**config.mk**
```make
export PLATFORM = sky130hd
export DESIGN_NAME = acc_alu8
export DESIGN_NICKNAME = d
export VERILOG_FILES = /design/src/rtl/alu8_pkg.sv /design/src/rtl/alu8_addsub.sv /design/src/rtl/alu8_logic.sv /design/src/rtl/alu8_state.sv /design/src/rtl/acc_alu8.sv
export SDC_FILE = /design/constraint.sdc
export NUM_CORES = 1
export LEC_CHECK = 0
export BUFFER_PORTS_ARGS = -buffer_cell sky130_fd_sc_hd__buf_2
export CAP_MARGIN = 0
export CORE_AREA = 4 4 77 79
export CTS_CLUSTER_DIAMETER = 30
export CTS_CLUSTER_SIZE = 8
export DETAILED_ROUTE_END_ITERATION = 10
export DIE_AREA = 0 0 81 83
export PLACE_DENSITY = 0.7
export SLEW_MARGIN = 5
export SYNTH_ARGS = -nofsm -noshare
export SYNTH_HDL_FRONTEND = slang
export SYNTH_SLANG_ARGS = --single-unit
```
**constraint.sdc**
```tcl
create_clock -name clk -period 4.6 [get_ports clk]
set_input_delay 0.46 -clock clk [delete_from_list [all_inputs] [get_ports clk]]
set_output_delay 0.46 -clock clk [all_outputs]
set_load 0.01 [all_outputs]
```
**src/rtl/alu8_pkg.sv**
```systemverilog
package alu8_pkg;

    localparam int ALU_W  = 8;
    localparam int NIB_W  = 4;
    localparam int FLAG_W = 8;
    localparam int CODE_W = 4;

    typedef enum logic [CODE_W-1:0] {
        OP_ADD = 4'h0,
        OP_ADC = 4'h1,
        OP_SUB = 4'h2,
        OP_SBC = 4'h3,
        OP_CMP = 4'h4,
        OP_AND = 4'h5,
        OP_OR  = 4'h6,
        OP_XOR = 4'h7,
        OP_INC = 4'h8,
        OP_DEC = 4'h9,
        OP_CPL = 4'hA,
        OP_SCF = 4'hB,
        OP_CCF = 4'hC
    } alu_op_e;

    typedef enum logic [1:0] {
        LG_AND = 2'd0,
        LG_OR  = 2'd1,
        LG_XOR = 2'd2,
        LG_NOT = 2'd3
    } logic_sel_e;

    typedef struct packed {
        logic z;
        logic n;
        logic h;
        logic c;
    } flag_t;

    typedef struct packed {
        logic             hit;
        logic [ALU_W-1:0] res;
        flag_t            fl;
    } alu_next_t;

    function automatic logic [FLAG_W-1:0] pack_flags(input flag_t f);
        return {f, {(FLAG_W-4){1'b0}}};
    endfunction

    function automatic flag_t unpack_flags(input logic [FLAG_W-1:0] b);
        return flag_t'(b[FLAG_W-1 -: 4]);
    endfunction

    function automatic logic is_zero(input logic [ALU_W-1:0] v);
        return (v == '0);
    endfunction

endpackage

```
**src/rtl/alu8_addsub.sv**
```systemverilog
module alu8_addsub
    import alu8_pkg::*;
(
    input  logic [ALU_W-1:0] a,
    input  logic [ALU_W-1:0] b,
    input  logic             carry_in,
    input  logic             use_carry,
    input  logic             subtract,
    output logic [ALU_W-1:0] sum,
    output logic             half,
    output logic             carry
);
    logic [ALU_W-1:0] b_eff;
    logic             c_eff;
    logic [NIB_W:0]   low_sum;
    logic [ALU_W:0]   full_sum;

    always_comb begin
        b_eff    = subtract ? ~b : b;
        c_eff    = subtract ? ~(use_carry & carry_in) : (use_carry & carry_in);
        low_sum  = {1'b0, a[NIB_W-1:0]} + {1'b0, b_eff[NIB_W-1:0]} + {{NIB_W{1'b0}}, c_eff};
        full_sum = {1'b0, a} + {1'b0, b_eff} + {{ALU_W{1'b0}}, c_eff};
        sum      = full_sum[ALU_W-1:0];
        // carry out of an inverted-operand sum means "no borrow"
        half     = low_sum[NIB_W] ^ subtract;
        carry    = full_sum[ALU_W] ^ subtract;
    end
endmodule

```
**src/rtl/alu8_logic.sv**
```systemverilog
module alu8_logic
    import alu8_pkg::*;
(
    input  logic [ALU_W-1:0] a,
    input  logic [ALU_W-1:0] b,
    input  logic_sel_e       sel,
    output logic [ALU_W-1:0] y
);
    always_comb begin
        unique case (sel)
            LG_AND:  y = a & b;
            LG_OR:   y = a | b;
            LG_XOR:  y = a ^ b;
            default: y = ~a;
        endcase
    end
endmodule

```
**src/rtl/alu8_state.sv**
```systemverilog
module alu8_state
    import alu8_pkg::*;
(
    input  logic              clk,
    input  logic              rst,
    input  logic              upd,
    input  alu_next_t         nxt,
    input  logic              pop,
    input  logic [FLAG_W-1:0] pop_byte,
    output logic [ALU_W-1:0]  result_q,
    output logic [FLAG_W-1:0] flags_q
);
    always_ff @(posedge clk) begin
        if (rst) begin
            result_q <= '0;
            flags_q  <= '0;
        end else if (pop) begin
            flags_q  <= pack_flags(unpack_flags(pop_byte));
        end else if (upd && nxt.hit) begin
            result_q <= nxt.res;
            flags_q  <= pack_flags(nxt.fl);
        end
    end

    p_low_nibble_zero_r1: assert property (@(posedge clk) disable iff (rst)
        flags_q[3:0] == 4'h0);

    p_pop_masked_r11: assert property (@(posedge clk) disable iff (rst)
        pop |=> (flags_q == {$past(pop_byte[7:4]), 4'h0}) && $stable(result_q));
endmodule

```
**src/rtl/acc_alu8.sv**
```systemverilog
module acc_alu8
    import alu8_pkg::*;
(
    input  logic       clk,
    input  logic       rst,
    input  logic       op_valid,
    input  logic [3:0] op_code,
    input  logic [7:0] acc_in,
    input  logic [7:0] opnd_in,
    input  logic       flag_pop,
    input  logic [7:0] flag_pop_byte,
    output logic [7:0] result_q,
    output logic [7:0] flags_q
);
    alu_op_e          op;
    flag_t            cur;
    logic             main_sub, main_cin;
    logic [ALU_W-1:0] main_sum, step_sum, lg_y;
    logic             main_h, main_c, step_h, step_c;
    logic_sel_e       lg_sel;
    alu_next_t        nxt;

    assign op  = alu_op_e'(op_code);
    assign cur = unpack_flags(flags_q);

    assign main_sub = (op == OP_SUB) || (op == OP_SBC) || (op == OP_CMP);
    assign main_cin = (op == OP_ADC) || (op == OP_SBC);

    always_comb begin
        unique case (op)
            OP_AND:  lg_sel = LG_AND;
            OP_OR:   lg_sel = LG_OR;
            OP_XOR:  lg_sel = LG_XOR;
            default: lg_sel = LG_NOT;
        endcase
    end

    alu8_addsub u_main (
        .a(acc_in), .b(opnd_in), .carry_in(cur.c), .use_carry(main_cin),
        .subtract(main_sub), .sum(main_sum), .half(main_h), .carry(main_c)
    );

    // increment/decrement path: operand zero, forced unit carry-in
    alu8_addsub u_step (
        .a(acc_in), .b('0), .carry_in(1'b1), .use_carry(1'b1),
        .subtract(op == OP_DEC), .sum(step_sum), .half(step_h), .carry(step_c)
    );

    alu8_logic u_logic (
        .a(acc_in), .b(opnd_in), .sel(lg_sel), .y(lg_y)
    );

    always_comb begin
        nxt.hit = 1'b1;
        nxt.res = acc_in;
        nxt.fl  = cur;
        case (op)
            OP_ADD, OP_ADC: begin
                nxt.res = main_sum;
                nxt.fl  = '{z: is_zero(main_sum), n: 1'b0, h: main_h, c: main_c};
            end
            OP_SUB, OP_SBC: begin
                nxt.res = main_sum;
                nxt.fl  = '{z: is_zero(main_sum), n: 1'b1, h: main_h, c: main_c};
            end
            OP_CMP: begin
                nxt.fl  = '{z: is_zero(main_sum), n: 1'b1, h: main_h, c: main_c};
            end
            OP_AND: begin
                nxt.res = lg_y;
                nxt.fl  = '{z: is_zero(lg_y), n: 1'b0, h: 1'b1, c: 1'b0};
            end
            OP_OR, OP_XOR: begin
                nxt.res = lg_y;
                nxt.fl  = '{z: is_zero(lg_y), n: 1'b0, h: 1'b0, c: 1'b0};
            end
            OP_INC, OP_DEC: begin
                nxt.res = step_sum;
                nxt.fl  = '{z: is_zero(step_sum), n: (op == OP_DEC), h: step_h, c: cur.c};
            end
            OP_CPL: begin
                nxt.res = lg_y;
                nxt.fl  = '{z: cur.z, n: 1'b1, h: 1'b1, c: cur.c};
            end
            OP_SCF: nxt.fl = '{z: cur.z, n: 1'b0, h: 1'b0, c: 1'b1};
            OP_CCF: nxt.fl = '{z: cur.z, n: 1'b0, h: 1'b0, c: ~cur.c};
            default: nxt.hit = 1'b0;
        endcase
    end

    alu8_state u_state (
        .clk(clk), .rst(rst), .upd(op_valid), .nxt(nxt),
        .pop(flag_pop), .pop_byte(flag_pop_byte),
        .result_q(result_q), .flags_q(flags_q)
    );

    p_cmp_keeps_acc_r5: assert property (@(posedge clk) disable iff (rst)
        (op_valid && !flag_pop && op_code == 4'h4)
        |=> (result_q == $past(acc_in)) && flags_q[6]);

    p_and_forces_h_r6: assert property (@(posedge clk) disable iff (rst)
        (op_valid && !flag_pop && op_code == 4'h5)
        |=> flags_q[5] && !flags_q[6] && !flags_q[4]);

    p_inc_keeps_c_r7: assert property (@(posedge clk) disable iff (rst)
        (op_valid && !flag_pop && op_code == 4'h8)
        |=> (flags_q[4] == $past(flags_q[4])) && !flags_q[6]);

    p_dec_keeps_c_r8: assert property (@(posedge clk) disable iff (rst)
        (op_valid && !flag_pop && op_code == 4'h9)
        |=> (flags_q[4] == $past(flags_q[4])) && flags_q[6]);

    p_idle_holds_r12: assert property (@(posedge clk) disable iff (rst)
        (!flag_pop && (!op_valid || op_code > 4'hC))
        |=> $stable(result_q) && $stable(flags_q));
endmodule

```
Word level (Yosys, flattened, before mapping)
Cells that the tools add are included.
{ "word_totals": {"output_inout_bits": 16, "elab_cells": 77, "ff_bits": 12, "in_bits": 32} }
{ "classes": {"muxes": 11, "addsub": 8, "n_reduce_logical": 24, "eq_ne": 18, "bitwise": 12} }
{ "ops": {"columns": ["operator", "count"], "rows": [
  ["case mux 8 bit (3 select lines)", 2],
  ["2-to-1 mux 8 bit", 4],
  ["case mux 4 bit (8 select lines)", 1],
  ["logical NOT 8 bit", 3],
  ["equality test 4 bit (second input constant)", 5],
  ["equality test 4 x 3 -> 1 bit (second input constant)", 4],
  ["NOT 8 bit", 2],
  ["OR reduction 13 bit", 1],
  ["adder 4 x 4 -> 5 bit", 2],
  ["adder 5 x 1 -> 5 bit", 2],
  ["adder 8 x 8 -> 9 bit", 1],
  ["adder 9 x 1 -> 9 bit", 1],
  ["nonzero test 9 bit", 1],
  ["adder 8 x 1 -> 8 bit", 1],
  ["adder 8 bit", 1],
  ["AND 8 bit", 1],
  ["equality test 4 x 2 -> 1 bit (second input constant)", 2],
  ["inequality test 2 bit (second input constant)", 4],
  ["bitwise OR 8 bit", 1],
  ["OR reduction 4 bit", 2],
  ["XOR 8 bit", 1],
  ["nonzero test 7 bit", 1],
  ["case mux 2 bit (3 select lines)", 1],
  ["nonzero test 6 bit", 1],
  ["17 further kinds", 28]
]} }

Depth between registers and ports, before layout
Gate-level depths: netlist of the first run.
{ "logic_depth": {"ltp_word": 10, "ltp_mapped": 18, "depth_no_buf": 16} }

Modules after synthesis
A second synthesis of the first run with hierarchy kept.
{ "hier_totals": {"hier_cells": 332, "hier_area_um2": 2721.4} }
{ "modules_own_cells": {"columns": ["module", "n_inst", "area_each_um2", "cells_per_inst", "seq_area_each_um2"], "rows": [
  ["alu8_addsub", 2, 471.7, 58, 0.0],
  ["alu8_state", 1, 649.4, 62, 240.2],
  ["acc_alu8", 1, 635.6, 104, 0.0],
  ["alu8_logic", 1, 493.0, 50, 0.0]
]} }

Least setup slack after synthesis of the first run
No wires, ideal clock.
{ "synth_timing": {"path_type": "input -> register", "start": "input op_code[2]", "end": "register u_state.flags_q[4]", "required_ns": 4.509, "cell_stages": 18, "n_path_buf": 3, "path_slack_ns": 0.831, "arrival_time_ns": 3.678, "setup_ns": 0.091, "path_cell_list": "buf_2 > buf_1 > nand2_1 > a21oi_1 > buf_2 > xnor2_1 > fa_1 > inv_1 > fa_1 > nand2b_1 > a211oi_1 > o31a_1 > o21a_1 > nor2_1 > ha_1 > o211ai_1 > o211ai_1 > a311oi_1"} }
{ "synth_via": {"elab_chain_len": 10, "elab_cells_between_ends": 38, "cone_classes": "2 x add/sub; 14 x eq/ne; 6 x mux; 3 x bitwise; 13 x reduce/logical"} }
{ "synth_rtl": {"columns": ["item", "line_no", "rtl"], "rows": [
  ["start, declared", "acc_alu8.sv:7", "input logic [3:0] op_code,"],
  ["equality test 4 x 2 -> 1 bit (tied with other cells)", "acc_alu8.sv:26, acc_alu8.sv:57", null],
  ["logical OR 1 bit, on equally long branches", "acc_alu8.sv:26, acc_alu8.sv:27", null],
  ["logical OR 1 bit / AND 1 bit (equally long branches)", "acc_alu8.sv:26, alu8_addsub.sv:20", null],
  ["2-to-1 mux 8 bit / NOT 1 bit (equally long branches)", "alu8_addsub.sv:19, alu8_addsub.sv:20", null],
  ["adder 8 x 8 -> 9 bit / 2-to-1 mux 1 bit (equally long branches)", "alu8_addsub.sv:22, alu8_addsub.sv:20", null],
  ["adder 9 x 1 -> 9 bit", "alu8_addsub.sv:22", "full_sum = {1'b0, a} + {1'b0, b_eff} + {{ALU_W{1'b0}}, c_eff};"],
  ["XOR 1 bit", "alu8_addsub.sv:26", "carry = full_sum[ALU_W] ^ subtract;"],
  ["case mux 4 bit (8 select lines)", "acc_alu8.sv:57", "case (op)"],
  ["2-to-1 mux 8 bit", "alu8_state.sv:19", "end else if (upd && nxt.hit) begin"],
  ["2-to-1 mux 8 bit", "alu8_state.sv:17", "end else if (pop) begin"],
  ["end signal, assigned", "alu8_state.sv:18", "flags_q <= pack_flags(unpack_flags(pop_byte));"],
  ["end signal, assigned", "alu8_state.sv:21", "flags_q <= pack_flags(nxt.fl);"],
  ["end, declared", "alu8_state.sv:11", "output logic [FLAG_W-1:0] flags_q"]
]} }
Parallel ways exist; a longest one is shown, timed or not. The select of a mux whose other input is x is not followed.
A chain may end at the register's enable or synchronous reset.

Worst setup path after layout of the first run
{ "layout_timing": {"start": "input op_code[1]", "end": "register u_state.flags_q[4]"} }
The elaborated chain is that of the path after synthesis.

==> results of run 1 <==
synthesized netlist by cell type, types with 7 or more instances:
cell / number
nor2_1: 35
ha_1: 33
o21ai_0: 21
inv_1: 32
a21oi_1: 21
buf_2: 7
xnor2_1: 15
a221oi_1: 8
o21ai_1: 10
nand2b_1: 13
nand2_1: 25
dfxtp_1: 12
area by class of cell:
class / count / area share, %
multi-input combinational: 293 / 73.3
tap: 72 / 3.24
inverter: 33 / 4.45
sequential: 12 / 8.64
timing repair buffer: 44 / 8.37
clock buffer: 4 / 1.98
state kept, by name (all words and copies together), names as in the netlist:
| name | count |
|---|---|
| u_state.flags_q | 4 |
| u_state.result_q | 8 |
worst max path at each step:
stage                                      end
2_1_floorplan  u_state.flags_q[4]$_SDFFE_PP0P_
3_3_place_gp   u_state.flags_q[4]$_SDFFE_PP0P_
3_5_place_dp   u_state.flags_q[4]$_SDFFE_PP0P_
4_1_cts        u_state.flags_q[4]$_SDFFE_PP0P_
5_1_grt        u_state.flags_q[4]$_SDFFE_PP0P_
6_report       u_state.flags_q[4]$_SDFFE_PP0P_
power by group through the flow:
| stage | logic [uW] | registers [uW] | clock network, uW |
|---|---|---|---|
| 2_1_floorplan | 204 | 121 | 0 |
| 3_3_place_gp | 284 | 118 | 0 |
| 3_5_place_dp | 288 | 119 | 0 |
| 4_1_cts | 289 | 117 | 117 |
| 5_1_grt | 327 | 118 | 121 |
| 6_report | 294 | 117 | 113 |
layer usage:
| metal | vias up | routed length [um] | share of wire [%] |
|---|---|---|---|
| li1 | 1350 | - | - |
| met1 | 1209 | 3240 | 44 |
| met2 | 116 | 3320 | 46 |
| met3 | 9 | 648 | 8.9 |
| met4 | 0 | 76 | 1.0 |
| met5 | - | 0 | 0 |
logic make-up after synthesis:
logic type               after synthesis
XOR/XNOR                              18
AND/OR/NAND/NOR                      114
other                                  1
buffers and inverters                 53
multiplexers                           4
flip-flops                            12
AO/OA/AOI/OAI                        117
adder cells (fa/ha/maj)               36
worst max-delay path, stage by stage:
cell	delay, ns
buf_2	0.11
nor2_1	0.23
nand2_1	0.11
a21oi_1	0.44
xnor2_1	0.21
fa_1	0.25
inv_1	0.06
fa_1	0.39
nand2b_1	0.18
a211oi_1	0.29
o31a_1	0.23
o21a_1	0.13
nor2_1	0.05
ha_1	0.27
o211ai_1	0.16
o211ai_1	0.13
a311oi_1	0.26
per-stage QoR:
step           instances  worst slack [ns]  area (um^2)  total power (uW)  utilization [%]
2_1_floorplan        358             0.831         2510               325                -
4_1_cts              458             0.791         2780               522             52.1
5_1_grt              458             0.413         2780               565             52.1
3_3_place_gp         454             0.590         2730               402             51.1
6_report             458             0.798         2780               524             52.1
3_5_place_dp         454             0.549         2730               406             51.1
==> flow_metrics.py, run 1 <==
metrics = {
    "power": {
        "pwr-share-clk_pct": 21.7,
        "switchingPower_uw": 220,
        "pwr_density_cell_nw_per_um2": 188,
        "seqPwrFrac_pct": 22.3,
        "internal_power_uw": 303,
        "p_sw_share_pct": 42.1,
        "ir_drop_mv": 0.107,
        "p_leak_uw": 0.00126,
        "p_comb_share_pct": 56.1,
    },
    "logic_synthesis": {
        "synth_compound_area_share_pct": 31.4,
        "async_reset_ff_share_pct": 0,
        "synth.area.top_cells": "ha_1, dfxtp_1, nor2_1",
        "synth_cell_types": 60,
        "syn_area_um2": 2490,
        "synth_seq_cells": 12,
        "avgSynthCellArea_um2": 7.03,
        "synthCells": 355,
        "synth_flop_cell": "dfxtp_1",
        "synth-simple-area-share_pct": 22.8,
        "synth-xor-area-share_pct": 6.32,
        "synth.top_cell.area_share_pct": 16.5,
        "synth_top_family_by_area": "compound AO/OA/AOI/OAI gates",
        "synth_fa_ha_area_share_pct": 19.0,
        "yosysTopAreaCell": "ha_1",
        "synth_warnings": 0,
        "synthMuxAreaShare_pct": 1.60,
        "synth_edf_count": 0,
        "ys_seq_area_share_pct": 9.63,
    },
    "cells_and_area": {
        "seq_area_um2": 240,
        "antenna_cells": 0,
        "final_cell_mix": "buf_2, nor2_1, ha_1",
        "fillers": 565,
        "multiInputGateArea_um2": 2040,
        "layout_commonest_cell": "buf_2",
        "nets": 455,
        "layout-drive-gt1-share_pct": 13.2,
        "area_delta_synth_final_pct": 11.5,
    },
    "setup_path": {
        "r2r_start": "u_state.flags_q[4]$_SDFFE_PP0P_",
        "crit_required_ns": 4.75,
        "crit_path_end_kind": "flip-flop",
        "cp_data_arrival_time_ns": 3.96,
        "reg2reg_to": "u_state.flags_q[4]$_SDFFE_PP0P_",
        "cp_max_fo": 4,
        "rrSetupSlack_ns": 1.41,
        "critPathLaunch": "op_code[1]",
        "start_kind": "input port",
        "worstSetupPathType": "in2reg",
        "rr_worst_depth": 14,
    },
    "grt": {
        "antenna_found_initial": 0,
        "overflow": 0,
        "grt_use_met2_pct": 34.1,
        "use_met3_pct": 1.95,
        "grt_max_degree": 43,
        "met1_usage_pct": 33.3,
        "top_usage_layer": "met2",
        "grt_pass1_wl_um": 12100,
        "grt_pass1_vias": 2415,
        "grt_util_all_layers_pct": 22.2,
    },
    "timing": {
        "fin_crit_sh_pct": 82.7,
        "skew_ns": 0.00108,
        "setup_viol_count_final": 0,
        "finalCriticalPeriod_ns": 3.80,
        "slew_viol_final": 0,
        "slew_headroom_pct": 46.5,
        "rsz0062_at_grt": "false",
        "whs_ns": 0.476,
        "max_freq_mhz": 263,
        "finalSetupTns_ns": 0,
        "worst_pin_slew_ns": 0.800,
        "hold_violations": 0,
    },
    "worst_hold_path": {
        "min_to": "u_state.flags_q[5]$_SDFFE_PP0P_",
        "hold_start": "flag_pop_byte[5]",
        "min_path_cells": 3,
        "hold_class": "in2reg",
    },
    "floorplan": {
        "die_w_um": 81,
        "core_area_um2": 5340,
        "initial_core_util_pct": 46.7,
        "top_level_ports": 48,
        "fp.dieH_um": 83,
        "rows": 27,
        "die_area_um2": 6720,
    },
    "job": {
        "drv_cap": 0,
    },
    "placed_design": {
        "hpwlAfterDp_um": 5930,
        "io_buffer_count": 39,
        "place.gp.congestion": 0.932,
    },
    "clock_network": {
        "cts-htree-levels": 1,
        "cts.reportedPaths.clkPinSlew_ns": 0.05,
        "worstSkewPairLatency_ns": 0.24,
        "cts_tree": "done",
        "tritoncts.num_buffers": 3,
        "postCtsSetupBuffers": 0,
        "root_buffer": "clkbuf_8",
        "cts_resized": 0,
        "clock-sinks": 12,
        "ctsLongestPathBuffers": 2,
        "postCtsHoldBufs": 0,
    },
    "routing": {
        "ant_nets": 0,
        "avgViaCountPerCell": 5.86,
        "routedWlPerCell_um": 15.9,
        "route.vias.total": 2684,
        "drtIter0Drc": 340,
        "first_pass_iters": 5,
        "drc": 0,
        "routed_wl_um": 7290,
    },
    "run_status": {
        "outcome": "completed",
    },
}
(Power assumes the default switching activity.)
==> run 2: changes to the inputs <==
Clock period 4.6 ns to 3.5 ns, I/O delays scaled along.
==> run 2 against run 1 <==
Against the previous run: critical path depth fell by 1; die area unchanged; first-iteration DRC count fell by 2.9%; highest routed layer unchanged; largest cell class unchanged.
==> flow_metrics.py, run 2 (synthesized netlist as in run 1, its figures left out) <==
metrics = {
    "run_status": {
        "outcome": "completed",
    },
    "timing": {
        "fin_crit_sh_pct": 93.5,
        "slew_headroom_pct": 47.1,
        "finalSetupTns_ns": 0,
        "slew_viol_final": 0,
        "hold_violations": 0,
        "rsz0062_at_grt": "false",
        "skew_ns": 0.00462,
        "finalCriticalPeriod_ns": 3.27,
        "whs_ns": 0.368,
        "worst_pin_slew_ns": 0.792,
        "fin_ws_ns": 0.226,
        "setup_viol_count_final": 0,
        "max_freq_mhz": 305,
    },
    "placed_design": {
        "placed_area_um2": 2830,
        "io_buffer_count": 39,
        "post-place-ws_ns": -0.0164,
        "dp.cells": 467,
        "hpwlAfterDp_um": 6020,
        "place.gp.congestion": 0.981,
    },
    "setup_path": {
        "worstSetupPathType": "in2reg",
        "crit_required_ns": 3.67,
        "path_cells": "buf_2, nor2_2, nand2_1, a21oi_1, buf_4, xnor2_1, fa_2, inv_1, fa_1, buf_4, xnor2_1, nor3b_1, nand3_1, or4_1, or4_1, o211ai_1",
        "critPathTopFamily": "simple AND/OR/NAND/NOR gates",
        "critPathLaunch": "op_code[1]",
        "slowest_delay_ns": 0.49,
        "start_kind": "input port",
        "rrSetupSlack_ns": 0.37,
        "cp_data_arrival_time_ns": 3.44,
        "crit_path_end_kind": "flip-flop",
        "crit_slowest_cell": "or4_1",
        "cp_max_fo": 4,
        "r2r_start": "u_state.flags_q[4]$_SDFFE_PP0P_",
        "path_buf_inv": 4,
    },
    "grt": {
        "overflow": 0,
        "grt_pass1_wl_um": 12300,
        "grt_max_degree": 42,
        "antenna_found_initial": 0,
        "grt_pass1_vias": 2571,
        "grt_util_all_layers_pct": 22.3,
    },
    "power": {
        "ir_drop_mv": 0.146,
        "pwr_density_cell_nw_per_um2": 247,
        "p_leak_uw": 0.00134,
    },
    "clock_network": {
        "cts_tree": "done",
        "worstSkewPairLatency_ns": 0.24,
        "ctsLongestPathBuffers": 2,
        "postCtsHoldBufs": 0,
        "clock-sinks": 12,
        "cts-htree-levels": 1,
        "root_buffer": "clkbuf_8",
        "tritoncts.num_buffers": 3,
        "cts.reportedPaths.clkPinSlew_ns": 0.05,
    },
    "floorplan": {
        "die_w_um": 81,
        "initial_core_util_pct": 46.7,
        "die_area_um2": 6720,
        "top_level_ports": 48,
        "rows": 27,
        "fp.dieH_um": 83,
        "core_area_um2": 5340,
    },
    "routing": {
        "routedWlPerCell_um": 15.7,
        "ant_nets": 0,
        "avgViaCountPerCell": 5.91,
        "first_pass_iters": 5,
        "routed_wl_um": 7430,
        "drc": 0,
        "drtIter0Drc": 330,
        "route.vias.total": 2788,
    },
    "cells_and_area": {
        "regMostFlops": "u_state.result_q",
        "fillers": 548,
        "stdcell_area_um2": 2900,
        "layout_commonest_cell": "buf_2",
        "largest_reg_flops": 8,
        "multiInputGateArea_um2": 2060,
        "final_cells": 472,
        "reg.largest.list": "u_state.result_q (8), u_state.flags_q (4)",
        "antenna_cells": 0,
        "seq_area_um2": 240,
        "nets": 469,
        "layout-drive-gt1-share_pct": 17.3,
        "final_cell_mix": "buf_2, nor2_1, ha_1",
        "area_delta_synth_final_pct": 16.4,
    },
    "job": {
        "drv_cap": 0,
    },
    "worst_hold_path": {
        "hold_class": "in2reg",
        "hold_start": "flag_pop_byte[5]",
    },
}
run 2: layout make-up:
| cell class | instances | share of cell area (%) |
|---|---|---|
| Tap cell | 72 | 3.10 |
| Clock buffer | 4 | 1.90 |
| Timing Repair Buffer | 58 | 11.6 |
| Inverter | 33 | 4.27 |
| Multi-Input combinational cell | 293 | 70.8 |
| Sequential cell | 12 | 8.27 |
run 2: path summary, 6_finish.rpt:
path	end	cells past startpoint
setup / recovery	u_state.flags_q[7]$_SDFFE_PP0P_	16
hold / removal	u_state.flags_q[5]$_SDFFE_PP0P_	3
setup reg to reg	u_state.flags_q[7]$_SDFFE_PP0P_	12
hold reg to reg	u_state.result_q[5]$_SDFFE_PP0P_	2
run 2: layer usage:
metal / vias to the layer above / routed length [um] / track usage (%)
met5: - / 0 / 0
met4: 0 / 194 / 7.83
met3: 18 / 514 / 1.41
met2: 119 / 3330 / 34.2
met1: 1278 / 3390 / 32.4
li1: 1373 / - / -
run 2: metrics by stage:
step | power, uW | util [%]
4_1_cts | 707 | 54.0
6_report | 718 | 54.4
3_5_place_dp | 552 | 53.0
3_3_place_gp | 545 | 53.0
2_1_floorplan | 429 | -
5_1_grt | 769 | 54.4
run 2: tightest hold or removal path, cell delays in order:
cell	delay, ns
buf_2	0.10
inv_1	0.04
a221oi_1	0.06
run 2: power by group:
part / total [uW] / switching, uW / internal [uW] / leakage [uW]
Combinational: 413 / 241 / 172 / 0.00121
Clock: 152 / 52.6 / 99.5 / 0.0000288
Sequential: 153 / 5.95 / 147 / 0.0000989
run 2: what timing repair did:
item,4_1_cts,5_1_grt
buffers inserted,0,1
resized for setup,0,3
setup endpoints to repair,0,1
